`config.mk`:
```
export PLATFORM = sky130hd
export DESIGN_NAME = intDeliveryGate
export DESIGN_NICKNAME = d
export VERILOG_FILES = /design/src/rtl/gateTypes_pkg.sv /design/src/rtl/intGateCtl.sv /design/src/rtl/intGateDp.sv /design/src/rtl/intDeliveryGate.sv
export SDC_FILE = /design/constraint.sdc
export NUM_CORES = 1
export LEC_CHECK = 0
export BUFFER_PORTS_ARGS = -buffer_cell sky130_fd_sc_hd__buf_2
export CAP_MARGIN = 20
export CORE_UTILIZATION = 46
export CTS_CLUSTER_DIAMETER = 40
export DETAILED_ROUTE_END_ITERATION = 12
export GPL_TIMING_DRIVEN = 0
export HOLD_SLACK_MARGIN = 0.15
export PLACE_DENSITY_LB_ADDON = 0.05
export SYNTH_ARGS = -nofsm -noshare
export SYNTH_HDL_FRONTEND = slang
export SYNTH_HIERARCHICAL = 1
export SYNTH_SLANG_ARGS = --single-unit
```
`constraint.sdc`:
```
create_clock -name clk -period 2.9 [get_ports clk]
set_clock_uncertainty 0.1 [all_clocks]
set_input_delay 0 -clock clk [delete_from_list [all_inputs] [get_ports clk]]
set_output_delay 0 -clock clk [all_outputs]
set_load 0.01 [all_outputs]
```
`src/rtl/gateTypes_pkg.sv`:
```
package gateTypes_pkg;
  // Strobes from control to datapath, one clock edge each
  typedef struct packed {
    logic nmiGo;   // non-maskable delivery this edge
    logic maskGo;  // maskable delivery this edge
    logic eoiGo;   // forward end-of-interrupt this edge
  } gateStrobes_t;
endpackage

```
`src/rtl/intGateCtl.sv`:
```
module intGateCtl
  import gateTypes_pkg::*;
(
  input  logic         clk,
  input  logic         rstN,
  input  logic         nmiReq,
  input  logic         intReq,
  input  logic         ieFlag,
  input  logic         classOk,
  input  logic         iretDone,
  input  logic         eoiReq,
  output gateStrobes_t strobes,
  output logic         nmiBlocked
);
  logic nmiPend;
  logic inService;
  logic nmiAvail;

  always_comb begin
    nmiAvail       = nmiPend | nmiReq;
    strobes.nmiGo  = nmiAvail & ~nmiBlocked;
    strobes.maskGo = ~strobes.nmiGo & intReq & ieFlag & classOk;
    strobes.eoiGo  = eoiReq & inService;
  end

  always_ff @(posedge clk or negedge rstN) begin
    if (!rstN) begin
      nmiPend    <= 1'b0;
      nmiBlocked <= 1'b0;
      inService  <= 1'b0;
    end else begin
      nmiPend <= nmiAvail & ~strobes.nmiGo;
      if (strobes.nmiGo)      nmiBlocked <= 1'b1;
      else if (iretDone)      nmiBlocked <= 1'b0;
      if (strobes.maskGo)     inService <= 1'b1;
      else if (eoiReq)        inService <= 1'b0;
    end
  end


  nmi_not_when_blocked_chk: assert property (@(posedge clk) disable iff (!rstN)
    nmiBlocked |-> !strobes.nmiGo);

  nmi_sets_block_chk: assert property (@(posedge clk) disable iff (!rstN)
    strobes.nmiGo |=> nmiBlocked);

  blocked_req_kept_chk: assert property (@(posedge clk) disable iff (!rstN)
    (nmiReq && nmiBlocked) |=> nmiPend);

  iret_unblocks_chk: assert property (@(posedge clk) disable iff (!rstN)
    (iretDone && !strobes.nmiGo) |=> !nmiBlocked);

  eoi_needs_service_chk: assert property (@(posedge clk) disable iff (!rstN)
    strobes.eoiGo |-> inService);
endmodule

```
`src/rtl/intGateDp.sv`:
```
module intGateDp
  import gateTypes_pkg::*;
#(
  parameter int VEC_W = 8,
  parameter int CLS_W = 4,
  parameter logic [VEC_W-1:0] NMI_VEC = VEC_W'(2)
) (
  input  logic             clk,
  input  logic             rstN,
  input  gateStrobes_t     strobes,
  input  logic [VEC_W-1:0] intVector,
  input  logic             ieWrEn,
  input  logic             ieWrVal,
  input  logic             tprWrEn,
  input  logic [CLS_W-1:0] tprWrVal,
  output logic             classOk,
  output logic             ieFlag,
  output logic [CLS_W-1:0] tprValue,
  output logic             deliver,
  output logic             deliverNmi,
  output logic [VEC_W-1:0] deliverVec,
  output logic             intAck,
  output logic             eoiOut
);
  localparam int CLS_MSB = VEC_W - 1;

  always_comb classOk = intVector[CLS_MSB -: CLS_W] > tprValue;

  always_ff @(posedge clk or negedge rstN) begin
    if (!rstN) begin
      ieFlag     <= 1'b0;
      tprValue   <= '0;
      deliver    <= 1'b0;
      deliverNmi <= 1'b0;
      deliverVec <= '0;
      intAck     <= 1'b0;
      eoiOut     <= 1'b0;
    end else begin
      if (strobes.maskGo)  ieFlag <= 1'b0;
      else if (ieWrEn)     ieFlag <= ieWrVal;
      if (tprWrEn)         tprValue <= tprWrVal;
      deliver    <= strobes.nmiGo | strobes.maskGo;
      deliverNmi <= strobes.nmiGo;
      if (strobes.nmiGo)       deliverVec <= NMI_VEC;
      else if (strobes.maskGo) deliverVec <= intVector;
      else                     deliverVec <= '0;
      intAck     <= strobes.maskGo;
      eoiOut     <= strobes.eoiGo;
    end
  end


  mask_class_chk: assert property (@(posedge clk) disable iff (!rstN)
    intAck |-> (deliverVec[CLS_MSB -: CLS_W] > $past(tprValue)) && $past(ieFlag));

  mask_clears_ie_chk: assert property (@(posedge clk) disable iff (!rstN)
    intAck |-> !ieFlag);

  single_delivery_chk: assert property (@(posedge clk) disable iff (!rstN)
    deliverNmi |-> !intAck);

  tpr_hold_chk: assert property (@(posedge clk) disable iff (!rstN)
    !tprWrEn |=> $stable(tprValue));
endmodule

```
`src/rtl/intDeliveryGate.sv`:
```
module intDeliveryGate
  import gateTypes_pkg::*;
#(
  parameter int VEC_W = 8,
  parameter int CLS_W = 4,
  parameter logic [VEC_W-1:0] NMI_VEC = VEC_W'(2)
) (
  input  logic             clk,
  input  logic             rstN,
  input  logic             nmiReq,
  input  logic             intReq,
  input  logic [VEC_W-1:0] intVector,
  input  logic             ieWrEn,
  input  logic             ieWrVal,
  input  logic             tprWrEn,
  input  logic [CLS_W-1:0] tprWrVal,
  input  logic             iretDone,
  input  logic             eoiReq,
  output logic             deliver,
  output logic             deliverNmi,
  output logic [VEC_W-1:0] deliverVec,
  output logic             intAck,
  output logic             eoiOut,
  output logic             ieFlag,
  output logic [CLS_W-1:0] tprValue,
  output logic             nmiBlocked
);
  gateStrobes_t strobes;
  logic         classOk;

  intGateCtl uCtl (
    .clk(clk), .rstN(rstN), .nmiReq(nmiReq), .intReq(intReq),
    .ieFlag(ieFlag), .classOk(classOk), .iretDone(iretDone),
    .eoiReq(eoiReq), .strobes(strobes), .nmiBlocked(nmiBlocked)
  );

  intGateDp #(.VEC_W(VEC_W), .CLS_W(CLS_W), .NMI_VEC(NMI_VEC)) uDp (
    .clk(clk), .rstN(rstN), .strobes(strobes), .intVector(intVector),
    .ieWrEn(ieWrEn), .ieWrVal(ieWrVal), .tprWrEn(tprWrEn),
    .tprWrVal(tprWrVal), .classOk(classOk), .ieFlag(ieFlag),
    .tprValue(tprValue), .deliver(deliver), .deliverNmi(deliverNmi),
    .deliverVec(deliverVec), .intAck(intAck), .eoiOut(eoiOut)
  );
endmodule

```
# ---- Word-level counts from Yosys, hierarchy flattened
# Cells that the tools add are included.
# Widths: inputs -> output; s select.
dict set report op_classes {
  n_lt_le_gt_ge 1
  muxes 8
  bitwise_logic 10
  reduce_logical 3
}
# operator n
set ops {}
lappend ops {{$mux 8} 2}
lappend ops {{$and 1x1->1} 6}
lappend ops {{$mux 1} 6}
lappend ops {{$reduce_bool 2->1} 3}
lappend ops {{$gt 4x4->1} 1}
lappend ops {{$not 1->1} 2}
lappend ops {{$or 1x1->1} 2}
dict set report totals {
  ff_bits 20
  output_inout_bits 18
}

# ---- Logic depth before layout (Yosys ltp)
dict set report depth {
  ltp_word 8
  depth_mapped 9
  depth_no_buf 9
}

# ---- Hierarchy
# The synthesis kept the hierarchy.
# mod instances cells_per_inst area_each_um2 seq_area_each_um2
set by_module_without_submodules {}
lappend by_module_without_submodules {intGateDp 1 49 649.4 425.4}
lappend by_module_without_submodules {intGateCtl 1 13 135.1 75.1}

# ---- Worst setup path after synthesis
# Ideal clock, no wire load.
dict set report synth_path {
  path_kind {flip-flop to flip-flop}
  start {register uDp.tprValue[1]}
  end {register uDp.deliverVec[0]}
  t_arrival_ns 1.626
  required_ns 2.734
  setup_slack_ns 1.108
  path_stages_with_launch 10
  period_less_slack_ns 1.792
  cell_sequence {dfrtp_1 -> inv_1 -> ha_1 -> nor2b_1 -> o211ai_1 -> a21oi_1 -> nand3_1 -> nor2_1 -> nor2b_4 -> and2_1}
}
# element line
set synth_lines {}
lappend synth_lines {{from (decl)} intGateDp.sv:18} ;# output logic [CLS_W-1:0] tprValue,
lappend synth_lines {{from (signal assigned)} intGateDp.sv:41} ;# if (tprWrEn) tprValue <= tprWrVal;
lappend synth_lines {{to (signal assigned)} intGateDp.sv:45} ;# else if (strobes.maskGo) deliverVec <= intVector;
lappend synth_lines {{to (decl)} intGateDp.sv:21} ;# output logic [VEC_W-1:0] deliverVec,

==> metrics <==
worst-path maximum fanout=7; worst hold path depth=4; Via density=about 5.3; top post-synthesis cells by count=20 x dfrtp_1, 8 x and2_1, 6 x inv_1; status=finished clean; Skew-Pair Late Insertion Delay=a little over 0.3 ns; CTS Buffer Depth=2; placed cells=~120; die area=between 1500 and 2000 um2; fin. max-slew vios=0; drt first-iter violations=8; share of layout cells above drive strength 1=around 33%; Post-DP HPWL=around 1.1 mm; total number of vias=between 800 and 900; synth unique cells=20; Worst Reg2Reg Path Length in Cells=10; post-CTS repair timing setup buffer count=0; Root Driver=clkbuf_4; CTS Sinks=20; port bufs=38; Critical Path End Type=flop; Inserted Clock Buffers=3; Crit path required time=around 3.1 ns; fmax=362 MHz; Synth warnings=6; RSZ-0062 raised after global routing=no; Least-Margin Pin Slew=0.891 ns; Routed Antenna Nets=0; pin count of the biggest net entering global routing=21; part of the power in registers=46.2%; RePlAce Congestion=a little under 0.7; die width=roughly 43 um; Core ar.=~1500 um2; Initial Util=between 50% and 60%; Int Pwr=0.000528 W; RR Startpoint=uDp/tprValue[1]$_DFFE_PN0P_; most common cell in the netlist=dfrtp_1; Non-Filler Instances=around 160; worst hold path type=in2reg; row count=14; Psw=0.000235 W; share of the clock period used by the worst path=a little over nine tenths; r2r setup slk=around 0.14 ns; first-pass GRT wire length=4.64 mm; sequential area share after synthesis=a little under two thirds; kind of critical path=reg2reg; max-cap viol count=0; setup_tns=0 ns; final setup violation count=0; WHS=around 0.37 ns; Final Hold Viols=0; post-synthesis async set-or-reset flop share=100%; I/O Pins=39; Worst-path clk slew=0.11 ns; DRC Markers=0; mean area per synthesized cell=12.7 um2; Hold Path Sink=uCtl/nmiPend$_DFF_PN0_; min-delay src=nmiReq; Placed Area=roughly 1000 um2; Pre-Repair DR Iteration Count=4; post-synthesis instance area=approximately 780 um2; final instance area=1400 um2; CTS tree=yes; WL per Instance=~18 um; reg2reg end=uDp/deliverVec[6]$_DFF_PN0_; Remaining Overflow, GRT=0; Period minus WS final=between 2 and 3 ns; clock share of power=between 10% and 20%; vias in the first global route=915; Synthesized Nets=a little under 90; CP Launch Type=flop; Worst EP arrival=around 2.9 ns; Area contributors post-synth=dfrtp_1 64%, and2_1 6.4%, ha_1 6.4%, inv_1 2.9%, o21ba_4 2.1%; Yosys reg bits=20; # H-tree levels=1; area leader, netlist=dfrtp_1; routed wire length=roughly 2.9 mm; Layout area overhead=78.5%; Die Span Y=43.3 um; leakage dissipation=between 0.7 and 0.8 nW; Logic pwr share=between 30% and 40%; Max IR drop VDD=approximately 370 uV; GRT Util Overall=36.9%; EDFF count, synth=0; Synth Instances=between 60 and 70; ys flop type=dfrtp_1; Util after Layout=between 90% and 100%; Antenna Cells=0; Pwr Density=545 nW/um2; Synth top area share=between 60% and 70%; relative slew slack=40.4%; final net count=~170; antenna violations before repair=0; switching share of power=~31%
cells in the final DEF, fill, tap and decap left out, drive strengths merged:
master,instances
a21o,1
a21oi,2
and2,8
and4,1
buf,38
clkbuf,3
dfrtp,20
dlygate4sd3,38
ha,4
inv,6
mux2,1
mux2i,1
nand2,3
nand3,1
nor2,4
nor2b,2
o211ai,1
o21ai,3
o21ba,1
o21bai,1
o22ai,1
or2,1
worst max path at each step:
stage | start | end | slack, ns | cells past startpoint
after global routing | uDp/tprValue[1]$_DFFE_PN0P_ | uDp/deliverVec[6]$_DFF_PN0_ | 0.04 | 10
final | uDp/tprValue[1]$_DFFE_PN0P_ | uDp/deliverVec[6]$_DFF_PN0_ | 0.14 | 10
after detailed placement | uDp/tprValue[1]$_DFFE_PN0P_ | uDp/deliverVec[0]$_DFF_PN0_ | 0.91 | 9
after floorplan | uDp/tprValue[1]$_DFFE_PN0P_ | uDp/deliverVec[0]$_DFF_PN0_ | 1.11 | 9
after global placement | uDp/tprValue[3]$_DFFE_PN0P_ | uDp/deliverVec[5]$_DFF_PN0_ | 0.94 | 8
after CTS | uDp/tprValue[1]$_DFFE_PN0P_ | uDp/deliverVec[0]$_DFF_PN0_ | 0.34 | 10
state kept, by name (all words and copies together), names as in the netlist:
| signal | cells |
|---|---|
| uDp/deliver | 1 |
| uDp/intAck | 1 |
| uDp/eoiOut | 1 |
| uDp/deliverVec | 8 |
| uDp/tprValue | 4 |
| uCtl/nmiPend | 1 |
| uCtl/nmiBlocked | 1 |
| uDp/ieFlag | 1 |
| uCtl/inService | 1 |
| uDp/deliverNmi | 1 |
power by group through the flow:
stage	clock network [W]	logic, W	registers (W)
5_1_grt	0.000145	0.000295	0.000358
3_3_place_gp	0	0.000181	0.000354
2_1_floorplan	0	0.0000830	0.000380
4_1_cts	0.000129	0.000252	0.000350
6_report	0.000135	0.000276	0.000353
3_5_place_dp	0	0.000185	0.000356
layout make-up:
type | count | area (um2)
Fill cell | 61 | 141
Timing Repair Buffer | 76 | 571
Multi-Input combinational cell | 36 | 264
Tap cell | 16 | 20.0
Sequential cell | 20 | 500
Clock buffer | 3 | 22.5
Inverter | 6 | 22.5
metal layers:
layer / routed length, um / up-vias / GRT usage [%]
met5: 0 / - / 0
met4: 204 / 0 / 28.5
met3: 174 / 20 / 7.23
met2: 1420 / 55 / 60.9
met1: 1080 / 401 / 40.8
li1: - / 359 / -
cell families (layout without fill, tap and decap cells):
family          Yosys count  count (layout)  share of synthesized area [%]
compound gates           10              10                           8.93
buf+inv                   6              85                           2.87
simple gates             20              20                           14.8
mux                       2               2                           3.19
fa+ha+maj                 4               4                           6.38
flops                    20              20                           63.8
what timing repair did:
| item | 4_1_cts | 5_1_grt |
|---|---|---|
| hold buffers | 38 | 0 |
| hold endpoints to repair | 40 | 0 |
| endpoints found under the setup margin | 0 | 7 |
| resized for setup | 0 | 1 |
worst max-delay path: stages, from the launching register on:
cell and delay [ns]:
dfrtp_1 0.37, inv_1 0.07, ha_1 0.29, nor2b_1 0.20, o211ai_1 0.12, a21oi_1 0.16, nand3_1 0.16, nor2_2 0.24
nor2b_4 0.26, and2_1 0.16, dlygate4sd3_1 0.57
stage by stage:
step                      total power (W)  setup WS, ns
after detailed placement         0.000540         0.905
after global placement           0.000535         0.944
after floorplan                  0.000463          1.11
final                            0.000763         0.141
after global routing             0.000798        0.0429
after CTS                        0.000731         0.338
(Power assumes the default switching activity.)
